## src/rtl/fast_uart_pkg.sv

```systemverilog
package fast_uart_pkg;

  localparam int unsigned REG_AW = 5;

  localparam logic [REG_AW-1:0] OFS_DATA  = 5'h00;
  localparam logic [REG_AW-1:0] OFS_LEVEL = 5'h04;
  localparam logic [REG_AW-1:0] OFS_STAT  = 5'h08;
  localparam logic [REG_AW-1:0] OFS_CTRL  = 5'h0C;
  localparam logic [REG_AW-1:0] OFS_RATE  = 5'h10;

  localparam int unsigned ST_W      = 7;
  localparam int unsigned ST_TXREQ  = 0;
  localparam int unsigned ST_RXTRIG = 1;
  localparam int unsigned ST_RXTMO  = 2;
  localparam int unsigned ST_FERR   = 3;
  localparam int unsigned ST_BRK    = 4;
  localparam int unsigned ST_OVR    = 5;
  localparam int unsigned ST_TXLOW  = 6;

  localparam logic [ST_W-1:0] W1C_MASK = 7'b0111001;

  localparam int unsigned CTRL_W = 9;

  typedef struct packed {
    logic       brk;
    logic       fe;
    logic [7:0] data;
  } rx_entry_t;

  function automatic logic [7:0] rx_thresh(input logic [2:0] code);
    case (code)
      3'd0:    rx_thresh = 8'd1;
      3'd1:    rx_thresh = 8'd4;
      3'd2:    rx_thresh = 8'd8;
      3'd3:    rx_thresh = 8'd16;
      3'd4:    rx_thresh = 8'd32;
      default: rx_thresh = 8'd48;
    endcase
  endfunction

  function automatic logic [7:0] tx_thresh(input logic [1:0] code);
    case (code)
      2'd0:    tx_thresh = 8'd0;
      2'd1:    tx_thresh = 8'd4;
      2'd2:    tx_thresh = 8'd8;
      default: tx_thresh = 8'd16;
    endcase
  endfunction

endpackage

```

## src/rtl/fu_fifo.sv

```systemverilog
module fu_fifo #(
  parameter int unsigned W     = 8,
  parameter int unsigned DEPTH = 64,
  parameter int unsigned CW    = $clog2(DEPTH + 1)
) (
  input  logic          clk,
  input  logic          rst_n,
  input  logic          push,
  input  logic [W-1:0]  wdata,
  input  logic          pop,
  output logic [W-1:0]  rdata,
  output logic [CW-1:0] count,
  output logic          full,
  output logic          empty
);
  localparam int unsigned PW = (DEPTH > 1) ? $clog2(DEPTH) : 1;
  localparam logic [PW-1:0] LAST = PW'(DEPTH - 1);

  logic [W-1:0]  mem [DEPTH];
  logic [PW-1:0] wptr_q, wptr_d, rptr_q, rptr_d;
  logic [CW-1:0] cnt_q, cnt_d;
  logic          push_ok, pop_ok;

  assign empty   = (cnt_q == '0);
  assign full    = (cnt_q == CW'(DEPTH));
  assign pop_ok  = pop & ~empty;
  assign push_ok = push & (~full | pop_ok);
  assign rdata   = mem[rptr_q];
  assign count   = cnt_q;

  always_comb begin
    wptr_d = wptr_q;
    rptr_d = rptr_q;
    cnt_d  = cnt_q;
    if (push_ok) wptr_d = (wptr_q == LAST) ? '0 : wptr_q + 1'b1;
    if (pop_ok)  rptr_d = (rptr_q == LAST) ? '0 : rptr_q + 1'b1;
    case ({push_ok, pop_ok})
      2'b10:   cnt_d = cnt_q + 1'b1;
      2'b01:   cnt_d = cnt_q - 1'b1;
      default: cnt_d = cnt_q;
    endcase
  end

  always_ff @(posedge clk or negedge rst_n) begin
    if (!rst_n) begin
      wptr_q <= '0;
      rptr_q <= '0;
      cnt_q  <= '0;
    end else begin
      wptr_q <= wptr_d;
      rptr_q <= rptr_d;
      cnt_q  <= cnt_d;
    end
  end

  always_ff @(posedge clk) begin
    if (push_ok) mem[wptr_q] <= wdata;
  end
endmodule

```

## src/rtl/fu_irq_ctl.sv

```systemverilog
module fu_irq_ctl
  import fast_uart_pkg::*;
(
  input  logic            clk,
  input  logic            rst_n,
  input  logic            rx_trig_lvl,
  input  logic            tx_low_lvl,
  input  logic            fe_ev,
  input  logic            brk_ev,
  input  logic            ovr_ev,
  input  logic            tmo_ev,
  input  logic            tmo_clr,
  input  logic [ST_W-1:0] w1c,
  input  logic            tx_en,
  input  logic            rx_en,
  input  logic            err_en,
  output logic [ST_W-1:0] status,
  output logic            irq
);
  logic txreq_q, txreq_d;
  logic tmo_q, tmo_d;
  logic fe_q, fe_d;
  logic brk_q, brk_d;
  logic ovr_q, ovr_d;
  logic txlow_q;

  always_comb begin
    txreq_d = (txreq_q & ~w1c[ST_TXREQ]) | (tx_low_lvl & ~txlow_q);
    tmo_d   = (tmo_q & ~tmo_clr) | tmo_ev;
    fe_d    = (fe_q  & ~w1c[ST_FERR]) | fe_ev;
    brk_d   = (brk_q & ~w1c[ST_BRK])  | brk_ev;
    ovr_d   = (ovr_q & ~w1c[ST_OVR])  | ovr_ev;
  end

  always_ff @(posedge clk or negedge rst_n) begin
    if (!rst_n) begin
      txreq_q <= 1'b0;
      tmo_q   <= 1'b0;
      fe_q    <= 1'b0;
      brk_q   <= 1'b0;
      ovr_q   <= 1'b0;
      txlow_q <= 1'b1;
    end else begin
      txreq_q <= txreq_d;
      tmo_q   <= tmo_d;
      fe_q    <= fe_d;
      brk_q   <= brk_d;
      ovr_q   <= ovr_d;
      txlow_q <= tx_low_lvl;
    end
  end

  always_comb begin
    status             = '0;
    status[ST_TXREQ]   = txreq_q;
    status[ST_RXTRIG]  = rx_trig_lvl;
    status[ST_RXTMO]   = tmo_q;
    status[ST_FERR]    = fe_q;
    status[ST_BRK]     = brk_q;
    status[ST_OVR]     = ovr_q;
    status[ST_TXLOW]   = tx_low_lvl;
  end

  assign irq = (tx_en  & txreq_q)
             | (rx_en  & (rx_trig_lvl | tmo_q))
             | (err_en & (fe_q | brk_q | ovr_q));
endmodule

```

## src/rtl/fast_uart_regs.sv

```systemverilog
module fast_uart_regs
  import fast_uart_pkg::*;
#(
  parameter int unsigned FIFO_DEPTH = 64,
  parameter int unsigned RATE_W     = 8
) (
  input  logic              clk,
  input  logic              rst_n,
  input  logic              bus_sel,
  input  logic              bus_wr,
  input  logic [REG_AW-1:0] bus_addr,
  input  logic [31:0]       bus_wdata,
  output logic [31:0]       bus_rdata,
  output logic [7:0]        tx_byte,
  output logic              tx_avail,
  input  logic              tx_take,
  input  logic [7:0]        rx_byte,
  input  logic              rx_ferr,
  input  logic              rx_brk,
  input  logic              rx_push,
  input  logic              rx_idle,
  output logic              line_break,
  output logic [RATE_W-1:0] rate_div,
  output logic              irq
);
  localparam int unsigned CNT_W = $clog2(FIFO_DEPTH + 1);
  localparam int unsigned RX_W  = $bits(rx_entry_t);

  logic wr_data, rd_data, wr_stat, wr_ctrl, wr_rate;
  logic [CTRL_W-1:0] ctrl_q, ctrl_d;
  logic [RATE_W-1:0] rate_q, rate_d;
  logic              unused_wdata;

  assign wr_data = bus_sel &  bus_wr & (bus_addr == OFS_DATA);
  assign rd_data = bus_sel & ~bus_wr & (bus_addr == OFS_DATA);
  assign wr_stat = bus_sel &  bus_wr & (bus_addr == OFS_STAT);
  assign wr_ctrl = bus_sel &  bus_wr & (bus_addr == OFS_CTRL);
  assign wr_rate = bus_sel &  bus_wr & (bus_addr == OFS_RATE);
  assign unused_wdata = ^bus_wdata[31:CTRL_W];

  // transmit FIFO
  logic [CNT_W-1:0] tx_count;
  logic             tx_full, tx_empty;

  fu_fifo #(.W(8), .DEPTH(FIFO_DEPTH), .CW(CNT_W)) tx_fifo_i (
    .clk   (clk),
    .rst_n (rst_n),
    .push  (wr_data),
    .wdata (bus_wdata[7:0]),
    .pop   (tx_take),
    .rdata (tx_byte),
    .count (tx_count),
    .full  (tx_full),
    .empty (tx_empty)
  );
  assign tx_avail = ~tx_empty;

  // receive FIFO
  rx_entry_t        rx_in, rx_head;
  logic [RX_W-1:0]  rx_head_bits;
  logic [CNT_W-1:0] rx_count;
  logic             rx_full, rx_empty, rx_pop;

  assign rx_in  = '{brk: rx_brk, fe: rx_ferr, data: rx_byte};
  assign rx_pop = rd_data & ~rx_empty;

  fu_fifo #(.W(RX_W), .DEPTH(FIFO_DEPTH), .CW(CNT_W)) rx_fifo_i (
    .clk   (clk),
    .rst_n (rst_n),
    .push  (rx_push),
    .wdata (rx_in),
    .pop   (rx_pop),
    .rdata (rx_head_bits),
    .count (rx_count),
    .full  (rx_full),
    .empty (rx_empty)
  );
  assign rx_head = rx_entry_t'(rx_head_bits);

  // control and rate registers
  always_comb begin
    ctrl_d = ctrl_q;
    rate_d = rate_q;
    if (wr_ctrl) ctrl_d = bus_wdata[CTRL_W-1:0];
    if (wr_rate) rate_d = bus_wdata[RATE_W-1:0];
  end

  always_ff @(posedge clk or negedge rst_n) begin
    if (!rst_n) begin
      ctrl_q <= '0;
      rate_q <= '0;
    end else begin
      ctrl_q <= ctrl_d;
      rate_q <= rate_d;
    end
  end

  assign line_break = ctrl_q[8];
  assign rate_div   = rate_q;

  // status and interrupt
  logic            rx_trig, tx_low;
  logic [ST_W-1:0] status;

  assign rx_trig = 8'(rx_count) >= rx_thresh(ctrl_q[4:2]);
  assign tx_low  = 8'(tx_count) <= tx_thresh(ctrl_q[1:0]);

  fu_irq_ctl irq_ctl_i (
    .clk         (clk),
    .rst_n       (rst_n),
    .rx_trig_lvl (rx_trig),
    .tx_low_lvl  (tx_low),
    .fe_ev       (rx_push & rx_ferr),
    .brk_ev      (rx_push & rx_brk),
    .ovr_ev      (rx_push & rx_full & ~rx_pop),
    .tmo_ev      (rx_idle),
    .tmo_clr     (rx_pop),
    .w1c         (wr_stat ? (bus_wdata[ST_W-1:0] & W1C_MASK) : '0),
    .tx_en       (ctrl_q[5]),
    .rx_en       (ctrl_q[6]),
    .err_en      (ctrl_q[7]),
    .status      (status),
    .irq         (irq)
  );

  // read mux
  always_comb begin
    bus_rdata = '0;
    if (bus_sel && !bus_wr) begin
      case (bus_addr)
        OFS_DATA:  bus_rdata = rx_empty ? 32'h100
                             : {21'b0, rx_head.brk, rx_head.fe, 1'b0, rx_head.data};
        OFS_LEVEL: bus_rdata = {16'b0, 8'(tx_count), 8'(rx_count)};
        OFS_STAT:  bus_rdata = 32'(status);
        OFS_CTRL:  bus_rdata = 32'(ctrl_q);
        OFS_RATE:  bus_rdata = 32'(rate_q);
        default:   bus_rdata = '0;
      endcase
    end
  end
endmodule

```

## config.mk

```make
export PLATFORM = sky130hd
export DESIGN_NAME = fast_uart_regs
export DESIGN_NICKNAME = d
export VERILOG_FILES = /design/src/rtl/fast_uart_pkg.sv /design/src/rtl/fu_fifo.sv /design/src/rtl/fu_irq_ctl.sv /design/src/rtl/fast_uart_regs.sv
export SDC_FILE = /design/constraint.sdc
export NUM_CORES = 1
export LEC_CHECK = 0
export ABC_AREA = 0
export BUFFER_PORTS_ARGS = -buffer_cell sky130_fd_sc_hd__clkbuf_2
export CORE_MARGIN = 2
export CORE_UTILIZATION = 62
export CTS_CLUSTER_SIZE = 30
export DETAILED_ROUTE_END_ITERATION = 16
export PLACE_DENSITY = 0.79
export SLEW_MARGIN = 15
export SYNTH_ARGS = -nofsm -noshare
export SYNTH_HDL_FRONTEND = slang
export SYNTH_SLANG_ARGS = --single-unit
export TNS_END_PERCENT = 100
```

## constraint.sdc

```tcl
create_clock -name clk -period 3.2 [get_ports clk]
set_clock_uncertainty 0.1 [all_clocks]
set_input_delay 0.64 -clock clk [delete_from_list [all_inputs] [get_ports clk]]
set_output_delay 0.64 -clock clk [all_outputs]
set_load 0.02 [all_outputs]
```

==> results.tsv <==
metric	value	unit
Pre-antenna DRT Iters	7	
largest net degree at the start of global routing	65	
area of the core	0.0773	mm²
status	finished, violations left	
Tot Pwr	0.0434	W
clock-pin slew on the worst setup and hold paths	0.06	ns
ys async rst share	0.0503	
VDD IR max	0.625	mV
final setup margin	-0.823	ns
clock sinks	1213	
critical path required time	2.46	ns
initial core utilization	0.625	
period utilisation layout	1.26	
Synth top area share	0.716	
Tmin final	4.02	ns
relative slew slack	0.180	
HPWL after DPL	71200	µm
Root Driver	clkbuf_16	
leading register cell type out of synthesis	edfxtp_1	
Power Density	757	mW/mm²
Port Buffers	64	
Vias/cell	6.68	
CTS buffer count	114	
worst-skew pair later-pin latency	0.70	ns
Hold Path Class	in -> reg	
HP Start	rx_idle	
worst r2r src	rx_fifo_i.count[1]$_DFFE_PN0P_	
failing checks	negative setup slack	
I/O Pins	105	
synthesized area per cell	19.9	µm²
total number of vias	26800	
fmax	0.249	GHz
Antenna diodes	0	
Final setup violation count	19	
max-cap check violation count	0	
Starting DRT DRC Count	3595	
antenna-violating nets left	0	
NumNets Final	2949	
commonest cells after routing, fill and taps aside	edfxtp_1, buf_4, mux4_2	
Total GRT Usage	0.295	
GRT overflow	0	
pre-CTS setup slack	-0.510	ns
critical path fanouts, max	7	
Netlist cell types	71	
synthesis-to-finish area growth	18.6	%
worst-margin pin slew	1.23	ns
Worst setup startpoint	rx_fifo_i.rptr_q[0]$_DFFE_PN0N_	
RSZ-0062 raised after global routing	true	
synth top area cells	edfxtp_1, mux4_2, dfrtp_1	
count of flip-flops with a built-in enable after synthesis	1152	
CTS Buffer Depth	3	
Synth Warn #	0	
die area	0.0802	mm²
register area share after synthesis	0.748	
commonest non-fill, non-tap cell in the layout	edfxtp_1	
crit path DAT	3.28	ns
drt drc	0	
RR Endpoint	rx_fifo_i.count[6]$_DFFE_PN0P_	
vias in the first global route	26800	
Pleak	19.1	nW
Post-Syn Area	0.0483	mm²
row count	102	
Synth Register Bits	1213	
startpoint types	flip-flop	
Final Hold Violating Endpoints	0	
worst setup path endpoint	bus_rdata[5]	
CTS H-Tree Depth	3	
CTS tree	built	
R2R Setup Slk	0.13	ns
cell count after synthesis	2429	
R2R cell count	13	
layout cell share with drive strength beyond 1	0.361	
first-pass GRT wire length	174000	µm
Die H	283	µm
GPL Wtd Cong	0.909	
total wire length	120000	µm
max-slew violation count	0	
die width	283	µm
CP endpoint kind	output pin	
WS Path Type	reg -> out	
routed length per instance	29.9	µm
leading area contributor after synthesis	edfxtp_1	
antenna violations before repair	0	
==> cells by family after synthesis <==
family / synth area share
xor gates and xnor gates: 0.00345
adders and majority gates: 0.00679
other: 0.0000776
and+or+nand+nor: 0.0381
muxes: 0.148
AOI/OAI and AO/OA: 0.0388
buffers and inverters: 0.0169
DFF: 0.748
==> worst min path at each step <==
stage                                     end  slack [ns]  cells after the start
floorplan               ctrl_q[0]$_DFFE_PN0P_        0.24                      0
global placement    irq_ctl_i.tmo_q$_DFF_PN0_        0.40                      1
detailed placement  irq_ctl_i.tmo_q$_DFF_PN0_        0.40                      1
CTS                 irq_ctl_i.tmo_q$_DFF_PN0_        0.02                      2
global route        irq_ctl_i.tmo_q$_DFF_PN0_        0.04                      2
finish              irq_ctl_i.tmo_q$_DFF_PN0_        0.05                      2
==> flip-flops by register name, indices dropped and copies added, names as in the netlist, 6 cells and up <==
register and cells:
rate_div 8, ctrl_q 9, tx_fifo_i.mem 512, rx_fifo_i.mem 640, rx_fifo_i.count 7, tx_fifo_i.count 7, tx_fifo_i.wptr_q 6, tx_fifo_i.rptr_q 6
rx_fifo_i.wptr_q 6, rx_fifo_i.rptr_q 6
==> power breakdown <==
part           internal (W)  switching, W  total, W
Combinational       0.00575       0.00591    0.0117
Sequential           0.0178      0.000444    0.0183
Clock               0.00755       0.00590    0.0134
Total                0.0311        0.0123    0.0434
==> worst max-delay path, cell delays in order, from the launching register on <==
cell and delay [ns]:
dfrtp_4 0.52, buf_12 0.17, buf_12 0.14, clkbuf_16 0.17, buf_6 0.12, mux4_2 0.42, a211o_1 0.32, o211ai_1 0.13
buf_4 0.18, nand4b_1 0.19, buf_4 0.23
==> metal layers <==
layer  part of all wire  GRT usage  vias up
li1                   -          -    10900
met5                  0          0        -
met2               0.52      0.500     1762
met3              0.082     0.0458      320
met4              0.046      0.122        0
met1               0.36      0.387    13800
==> per-stage QoR <==
| step | area (µm²) | instances | setup TNS (ns) | hold slack (ns) | util |
|---|---|---|---|---|---|
| floorplan | 48400 | 2445 | 0 | 0.244 | - |
| global placement | 52100 | 3737 | -1.98 | 0.402 | 0.674 |
| detailed placement | 52100 | 3737 | -2.52 | 0.403 | 0.674 |
| CTS | 56700 | 3975 | -13.15 | 0.0250 | 0.733 |
| global route | 57300 | 4005 | -13.82 | 0.0442 | 0.741 |
| finish | 57300 | 4005 | -12.82 | 0.0481 | 0.741 |
==> timing repair <==
| item | in CTS | in global routing |
|---|---|---|
| pin swaps | 29 | 52 |
| setup buffers | 22 | 33 |
| cloned | 5 | 3 |
| endpoints found under the setup margin | 21 | 21 |
| hold endpoints to repair | 60 | 0 |
| resized for setup | 131 | 84 |
| hold buffers | 1 | 0 |
==> Yosys cell counts, drive strengths merged, types with 4 or more instances <==
cell type	number
nand3	33
o21ai	21
a221oi	12
xnor2	14
nand4b	10
a222oi	8
mux4	272
nand3b	12
o31ai	6
a21oi	29
o211ai	11
nand4	4
buf	87
o22ai	7
nor3	12
nand2b	5
a22o	24
mux2	50
edfxtp	1152
a31oi	4
a21o	7
xor2	5
ha	23
o221ai	13
a211oi	8
and3	7
a211o	13
nor4	6
nor2b	16
a22oi	71
or3b	4
nand2	88
clkbuf	62
nor2	160
mux2i	43
and2	10
dfrtp	60
inv	18
==> area by class of cell <==
cell class / instances / area (µm²)
Sequential cell: 1213 / 36100
Clock inverter: 73 / 757
Multi-Input combinational cell: 1065 / 12000
Fill cell: 4108 / 20100
Clock buffer: 138 / 2970
Timing Repair Buffer: 458 / 4070
Tap cell: 1040 / 1300
Inverter: 18 / 67.6
Power figures use the tool's default switching activity.
